[config.mk]
export PLATFORM = sky130hd
export DESIGN_NAME = pwm_deadtime_ext
export DESIGN_NICKNAME = d
export VERILOG_FILES = /design/src/rtl/pwm_ext_pkg.sv /design/src/rtl/pwm_dbl_buf.sv /design/src/rtl/pwm_dt_unit.sv /design/src/rtl/pwm_fault_latch.sv /design/src/rtl/pwm_deadtime_ext.sv
export SDC_FILE = /design/constraint.sdc
export NUM_CORES = 1
export LEC_CHECK = 0
export BUFFER_PORTS_ARGS = -buffer_cell sky130_fd_sc_hd__buf_2
export CORE_AREA = 2 2 96 98
export CTS_CLUSTER_DIAMETER = 50
export DETAILED_ROUTE_END_ITERATION = 10
export DIE_AREA = 0 0 98 100
export PLACE_DENSITY = 0.93
export SYNTH_ARGS = -nofsm -noshare
export SYNTH_HDL_FRONTEND = slang
export SYNTH_HIERARCHICAL = 1
export SYNTH_SLANG_ARGS = --single-unit
[constraint.sdc]
create_clock -name clk -period 5.7 [get_ports clk]
set_clock_uncertainty 0.15 [all_clocks]
set_input_delay 1.71 -clock clk [delete_from_list [all_inputs] [get_ports clk]]
set_output_delay 1.71 -clock clk [all_outputs]
set_load 0.005 [all_outputs]
[src/rtl/pwm_ext_pkg.sv]
package pwm_ext_pkg;

    typedef enum logic {
        PH_STEADY = 1'b0,
        PH_WAIT   = 1'b1
    } dt_phase_e;

    function automatic int lo_pin(input int ch);
        return 2 * ch;
    endfunction

    function automatic int hi_pin(input int ch);
        return 2 * ch + 1;
    endfunction

endpackage

[src/rtl/pwm_dbl_buf.sv]
module pwm_dbl_buf #(
    parameter int W = 8
) (
    input  logic         clk,
    input  logic         rst_n,
    input  logic         wr_i,
    input  logic [W-1:0] wdata_i,
    input  logic         upd_i,
    output logic [W-1:0] act_o
);
    typedef struct packed {
        logic [W-1:0] hold;
        logic         valid;
        logic [W-1:0] act;
    } buf_t;

    buf_t st_d, st_q;

    always_comb begin
        st_d = st_q;
        if (upd_i && st_q.valid) begin
            st_d.act   = st_q.hold;
            st_d.valid = 1'b0;
        end
        if (wr_i) begin
            st_d.hold  = wdata_i;
            st_d.valid = 1'b1;
        end
    end

    always_ff @(posedge clk or negedge rst_n) begin
        if (!rst_n) st_q <= '0;
        else        st_q <= st_d;
    end

    assign act_o = st_q.act;

    // strobe with nothing pending keeps active value
    p_hold_no_valid_r5: assert property (@(posedge clk) disable iff (!rst_n)
        (upd_i && !st_q.valid) |=> (act_o == $past(act_o)));

    // strobe with pending value loads it
    p_load_on_strobe_r5: assert property (@(posedge clk) disable iff (!rst_n)
        (upd_i && st_q.valid) |=> (act_o == $past(st_q.hold)));

endmodule

[src/rtl/pwm_dt_unit.sv]
module pwm_dt_unit
    import pwm_ext_pkg::*;
#(
    parameter int DT_W = 8
) (
    input  logic            clk,
    input  logic            rst_n,
    input  logic            wave_i,
    input  logic [DT_W-1:0] dt_hi_i,
    input  logic [DT_W-1:0] dt_lo_i,
    output logic            ls_o,
    output logic            hs_o
);
    typedef struct packed {
        logic            lvl;
        logic [DT_W-1:0] cnt;
        dt_phase_e       ph;
        logic            ls;
        logic            hs;
    } dt_t;

    dt_t st_d, st_q;
    logic            edge_seen;
    logic [DT_W-1:0] wait_sel;

    always_comb begin
        st_d      = st_q;
        st_d.lvl  = wave_i;
        edge_seen = (wave_i != st_q.lvl);
        wait_sel  = wave_i ? dt_lo_i : dt_hi_i;

        if (edge_seen && (wait_sel != '0)) begin
            st_d.ls  = 1'b0;
            st_d.hs  = 1'b0;
            st_d.cnt = wait_sel;
            st_d.ph  = PH_WAIT;
        end else if (!edge_seen && (st_q.ph == PH_WAIT) && (st_q.cnt > 1)) begin
            st_d.cnt = st_q.cnt - 1'b1;
        end else begin
            st_d.ls  = wave_i;
            st_d.hs  = ~wave_i;
            st_d.cnt = '0;
            st_d.ph  = PH_STEADY;
        end
    end

    always_ff @(posedge clk or negedge rst_n) begin
        if (!rst_n) st_q <= '{lvl: 1'b0, cnt: '0, ph: PH_STEADY, ls: 1'b0, hs: 1'b0};
        else        st_q <= st_d;
    end

    assign ls_o = st_q.ls;
    assign hs_o = st_q.hs;

    // sides of one channel never on together
    p_no_overlap_r2: assert property (@(posedge clk) disable iff (!rst_n)
        !(ls_o && hs_o));

    // an edge with nonzero wait opens a gap on both sides
    p_dead_gap_r3: assert property (@(posedge clk) disable iff (!rst_n)
        (edge_seen && (wait_sel != '0)) |=> (!ls_o && !hs_o));

endmodule

[src/rtl/pwm_fault_latch.sv]
module pwm_fault_latch #(
    parameter int NF = 4
) (
    input  logic          clk,
    input  logic          rst_n,
    input  logic [NF-1:0] fault_i,
    input  logic [NF-1:0] mask_i,
    input  logic          clr_i,
    output logic          hit_o,
    output logic          latched_o
);
    typedef struct packed {
        logic latched;
    } flt_t;

    flt_t st_d, st_q;

    always_comb begin
        st_d  = st_q;
        hit_o = |(fault_i & mask_i);
        if (hit_o)      st_d.latched = 1'b1;
        else if (clr_i) st_d.latched = 1'b0;
    end

    always_ff @(posedge clk or negedge rst_n) begin
        if (!rst_n) st_q <= '0;
        else        st_q <= st_d;
    end

    assign latched_o = st_q.latched;

    // an unmasked fault sets the latch next clock
    p_fault_sets_r7: assert property (@(posedge clk) disable iff (!rst_n)
        hit_o |=> latched_o);

    // latch only drops after a clear request
    p_clear_needed_r8: assert property (@(posedge clk) disable iff (!rst_n)
        (latched_o && !clr_i) |=> latched_o);

endmodule

[src/rtl/pwm_deadtime_ext.sv]
module pwm_deadtime_ext
    import pwm_ext_pkg::*;
#(
    parameter int NUM_CH    = 4,
    parameter int DT_W      = 8,
    parameter int NUM_FAULT = 4
) (
    input  logic                   clk,
    input  logic                   rst_n,
    input  logic [NUM_CH-1:0]      wave_in,
    input  logic                   upd_stb,
    input  logic                   dt_wr,
    input  logic [DT_W-1:0]        dt_hi_wdata,
    input  logic [DT_W-1:0]        dt_lo_wdata,
    input  logic                   pat_wr,
    input  logic [2*NUM_CH-1:0]    pat_wdata,
    input  logic                   pattern_mode,
    input  logic [2*NUM_CH-1:0]    ovr_en,
    input  logic [NUM_FAULT-1:0]   fault_in,
    input  logic [NUM_FAULT-1:0]   fault_mask,
    input  logic                   fault_clr,
    output logic [2*NUM_CH-1:0]    pin_val,
    output logic [2*NUM_CH-1:0]    pin_ovr,
    output logic                   fault_active
);
    localparam int NUM_PIN = 2 * NUM_CH;
    localparam int DTP_W   = 2 * DT_W;

    typedef struct packed {
        logic [NUM_PIN-1:0] pat_out;
    } top_t;

    top_t st_d, st_q;

    logic [DTP_W-1:0]   dt_act;
    logic [DT_W-1:0]    dt_hi_act, dt_lo_act;
    logic [NUM_PIN-1:0] pat_act;
    logic [NUM_PIN-1:0] dt_pins;
    logic               fault_hit;

    pwm_dbl_buf #(.W(DTP_W)) u_dt_buf (
        .clk     (clk),
        .rst_n   (rst_n),
        .wr_i    (dt_wr),
        .wdata_i ({dt_hi_wdata, dt_lo_wdata}),
        .upd_i   (upd_stb),
        .act_o   (dt_act)
    );

    assign dt_hi_act = dt_act[DTP_W-1:DT_W];
    assign dt_lo_act = dt_act[DT_W-1:0];

    pwm_dbl_buf #(.W(NUM_PIN)) u_pat_buf (
        .clk     (clk),
        .rst_n   (rst_n),
        .wr_i    (pat_wr),
        .wdata_i (pat_wdata),
        .upd_i   (upd_stb),
        .act_o   (pat_act)
    );

    for (genvar c = 0; c < NUM_CH; c++) begin : g_ch
        pwm_dt_unit #(.DT_W(DT_W)) u_dt (
            .clk     (clk),
            .rst_n   (rst_n),
            .wave_i  (wave_in[c]),
            .dt_hi_i (dt_hi_act),
            .dt_lo_i (dt_lo_act),
            .ls_o    (dt_pins[lo_pin(c)]),
            .hs_o    (dt_pins[hi_pin(c)])
        );
    end

    pwm_fault_latch #(.NF(NUM_FAULT)) u_fault (
        .clk       (clk),
        .rst_n     (rst_n),
        .fault_i   (fault_in),
        .mask_i    (fault_mask),
        .clr_i     (fault_clr),
        .hit_o     (fault_hit),
        .latched_o (fault_active)
    );

    always_comb begin
        st_d         = st_q;
        st_d.pat_out = pat_act & {NUM_PIN{wave_in[0]}};
        if (fault_hit || fault_active) pin_val = '0;
        else if (pattern_mode)         pin_val = st_q.pat_out;
        else                           pin_val = dt_pins;
        pin_ovr = ovr_en;
    end

    always_ff @(posedge clk or negedge rst_n) begin
        if (!rst_n) st_q <= '0;
        else        st_q <= st_d;
    end

    // latched fault keeps every pin low
    p_fault_pins_low_r8: assert property (@(posedge clk) disable iff (!rst_n)
        fault_active |-> (pin_val == '0));

    // a live unmasked fault keeps every pin low
    p_fault_live_low_r7: assert property (@(posedge clk) disable iff (!rst_n)
        fault_hit |-> (pin_val == '0));

endmodule

==> flow_summary.toml <==
[run_status]
status = "finished clean"

[synth]
yosys_warnings = 6
synth-compound-area-share_pct = 13.9
synth-simple-area-share_pct = 10.0
syn_inst = 453
ys.flop_type = "dfrtp_1"
synth_edf_count = 0
synth-seq-area-share_pct = 49.8
synth_xor_area_share_pct = 4.56
synth_top_family_by_area = "compound AO/OA/AOI/OAI gates"
syn_area_mm2 = 0.00538
synthMuxAreaShare_pct = 12.2
ys_seq_elements = 107
synth-adder-area-share_pct = 1.86
yosysUniqueCellTypes = 40
synthArstFlopShare_pct = 100
synth.net_count = 512
syn_avg_cell_area_um2 = 11.9

[drt]
dr.first_iter.drc_count = 287
drt-wirelength-per-cell_um = 17.9
ant_nets = 0
drt_pass1_iterations = 7
drt-total-wl_um = 10500
drc_errors = 0
route.vias.total = 3580
vias_per_cell = 6.11

[grt]
grt_pass1_vias = 3638
antenna_found_initial = 0
grt_max_degree = 66
grt_pass1_wl_um = 17300
overflow = 0
grt_usage_pct = 22.0

[timing]
max_freq_mhz = 223
worst_pin_slew_ns = 0.820
rsz0062_at_grt = "no"
timing.final.crit_share_pct = 78.8
setup_tns_ns = 0
post-route-min-period_ns = 4.49
slew_viol_final = 0
setup_viol = 0
finalHoldViolCount = 0
slew_headroom_pct = 45.3

[finish]
antenna_cells = 0
drive_above_1_share_pct = 27.4
postLayoutCellArea_mm2 = 0.00561
fin_util_pct = 63.1
syn2layout_area_growth_pct = 4.19
fin_nets = 529

[floorplanning]
start_util_pct = 60.5
die_h_um = 100
core_mm2 = 0.00889
row_count = 35
die_w_um = 98
fp.dieArea_mm2 = 0.00980
io_pins = 68

[clocking]
clock_latency_ns = 0.36
path_clk_slew_ns = 0.10
clock-root-buffer = "clkbuf_8"
clkSinkCount = 107
clockBufferDepth = 2
cts_repair_resize_count = 0
numCtsBuffers = 9
htreeDepth = 3
post-cts-setup-buffers = 0
cts_tree = "built"
ctsHoldBuffers = 0

[placement]
placed_cell_area_mm2 = 0.00544
portBuffers = 51
place_hpwl_um = 7250
place.gp.congestion = 0.941

[setup_path]
path_max_fanout = 8
timing.critical_path.to_type = "output pin"
critPathKind = "in -> out"
worstPathArrival_ns = 2.63
crit_required_ns = 3.84
critPathLaunchType = "primary input"

[pwr]
power_density_mw_per_mm2 = 357
max-vdd-ir-drop_mv = 0.215
p_leak_nw = 2.44

[min_path]
min_path_type = "reg -> reg"

[run]
cap_violations = 0
[layout make-up]
cell class	instances	area, um2
Timing Repair Buffer	52	265
Clock buffer	11	131
Multi-Input combinational cell	282	2290
Clock inverter	5	37.5
Fill cell	660	3280
Sequential cell	107	2680
Tap cell	111	139
Inverter	18	67.6
[synthesized netlist by cell type, drive strengths merged (5+ instances only)]
library cell	count	area (um2)
mux2	48	578
o21ai	44	220
ha	8	100
nor3	8	60.1
mux2i	8	80.1
nand3	5	25.0
inv	18	67.6
buf	46	348
a22oi	34	265
xnor2	24	210
dfrtp	107	2680
nor2	24	90.1
and2	8	50.1
or4	16	135
[layer usage]
| metal | vias to the layer above | wire, um | share of wire [%] | global-route usage, % |
|---|---|---|---|---|
| met5 | - | 0 | 0 | 0 |
| met3 | 27 | 693 | 6.6 | 3.76 |
| met2 | 157 | 5290 | 51 | 36.1 |
| met1 | 1747 | 4250 | 41 | 28.5 |
| li1 | 1649 | - | - | - |
| met4 | 0 | 228 | 2.2 | 11.3 |
[cell usage in the layout (no fill, tap or decap), drive strengths merged]
| cell | instances |
|---|---|
| dfrtp | 107 |
| buf | 52 |
| mux2 | 48 |
| o21ai | 44 |
| a22oi | 34 |
| nor2 | 24 |
| xnor2 | 24 |
| inv | 19 |
| or4 | 16 |
| clkbuf | 11 |
| mux2i | 8 |
| and2 | 8 |
| ha | 8 |
| nor3 | 8 |
| nand3 | 5 |
| o21bai | 4 |
| o311ai | 4 |
| nor2b | 4 |
| nor3b | 4 |
| or3 | 4 |
| xor2 | 4 |
| nor4 | 4 |
| or4b | 4 |
| o22a | 4 |
| o211a | 4 |
| o311a | 4 |
| a22o | 4 |
| nand2 | 3 |
| clkinvlp | 2 |
| a21o | 2 |
| clkinv | 2 |
| or2 | 1 |
| nand2b | 1 |
[critical path, stage by stage]
cell and delay, ns:
buf_2 0.10, a22oi_2 0.19, nand2_1 0.07, or2_1 0.30, nor2_1 0.13, buf_2 0.12
[cells by family (layout without fill, tap and decap cells)]
family / count (synthesis) / count (layout)
simple gates: 86 / 86
fa+ha+maj: 8 / 8
buf+inv: 64 / 86
mux: 56 / 56
flops: 107 / 107
compound gates: 104 / 104
xor+xnor: 28 / 28
[report_power, final]
part           switching (mW)  total (mW)  internal [mW]  leakage (nW)
logic                   0.240       0.500          0.261          1.07
registers               0.184        1.09          0.906          1.29
clock network           0.248       0.409          0.161        0.0799
total                   0.672        2.00           1.33          2.44
[through the flow]
step / setup WS [ns] / std cells / hold WS, ns / power [mW]
after CTS: 1.22 / 586 / 0.348 / 2.00
after global routing: 1.13 / 586 / 0.363 / 2.11
final: 1.21 / 586 / 0.345 / 2.00
after detailed placement: 1.22 / 570 / 0.325 / 1.59
after floorplan: 1.45 / 453 / 0.320 / 1.49
after global placement: 1.26 / 570 / 0.321 / 1.56
[state kept, by name (all words and copies together) (netlist names)]
| register | flops |
|---|---|
| u_dt_buf/st_q | 17 |
| g_ch.u_dt/hs_o | 4 |
| u_pat_buf/act_o | 8 |
| g_ch.u_dt/ls_o | 4 |
| u_pat_buf/st_q | 9 |
| g_ch.u_dt/st_q | 40 |
| u_dt_buf/act_o | 16 |
| st_q | 8 |
| u_fault/latched_o | 1 |
[final timing paths]
| kind | startpoint | end | slack [ns] | cells after the start |
|---|---|---|---|---|
| worst max register to register | g_ch[0].u_dt/st_q[7]$_DFF_PN0_ | g_ch[0].u_dt/ls_o$_DFFE_PN0P_ | 3.41 | 4 |
| worst min register to register | u_pat_buf/act_o[1]$_DFFE_PN0P_ | st_q[1]$_DFF_PN0_ | 0.35 | 1 |
| worst min-delay path | u_pat_buf/act_o[1]$_DFFE_PN0P_ | st_q[1]$_DFF_PN0_ | 0.35 | 1 |
| min in group asynchronous | rst_n | u_fault/latched_o$_DFFE_PN0P_ | 1.27 | 1 |
| worst max-delay path | fault_in[0] | pin_val[0] | 1.21 | 6 |
| max in group asynchronous | rst_n | u_pat_buf/act_o[0]$_DFFE_PN0P_ | 3.09 | 2 |
No activity file was read; power rests on OpenSTA's default activity.
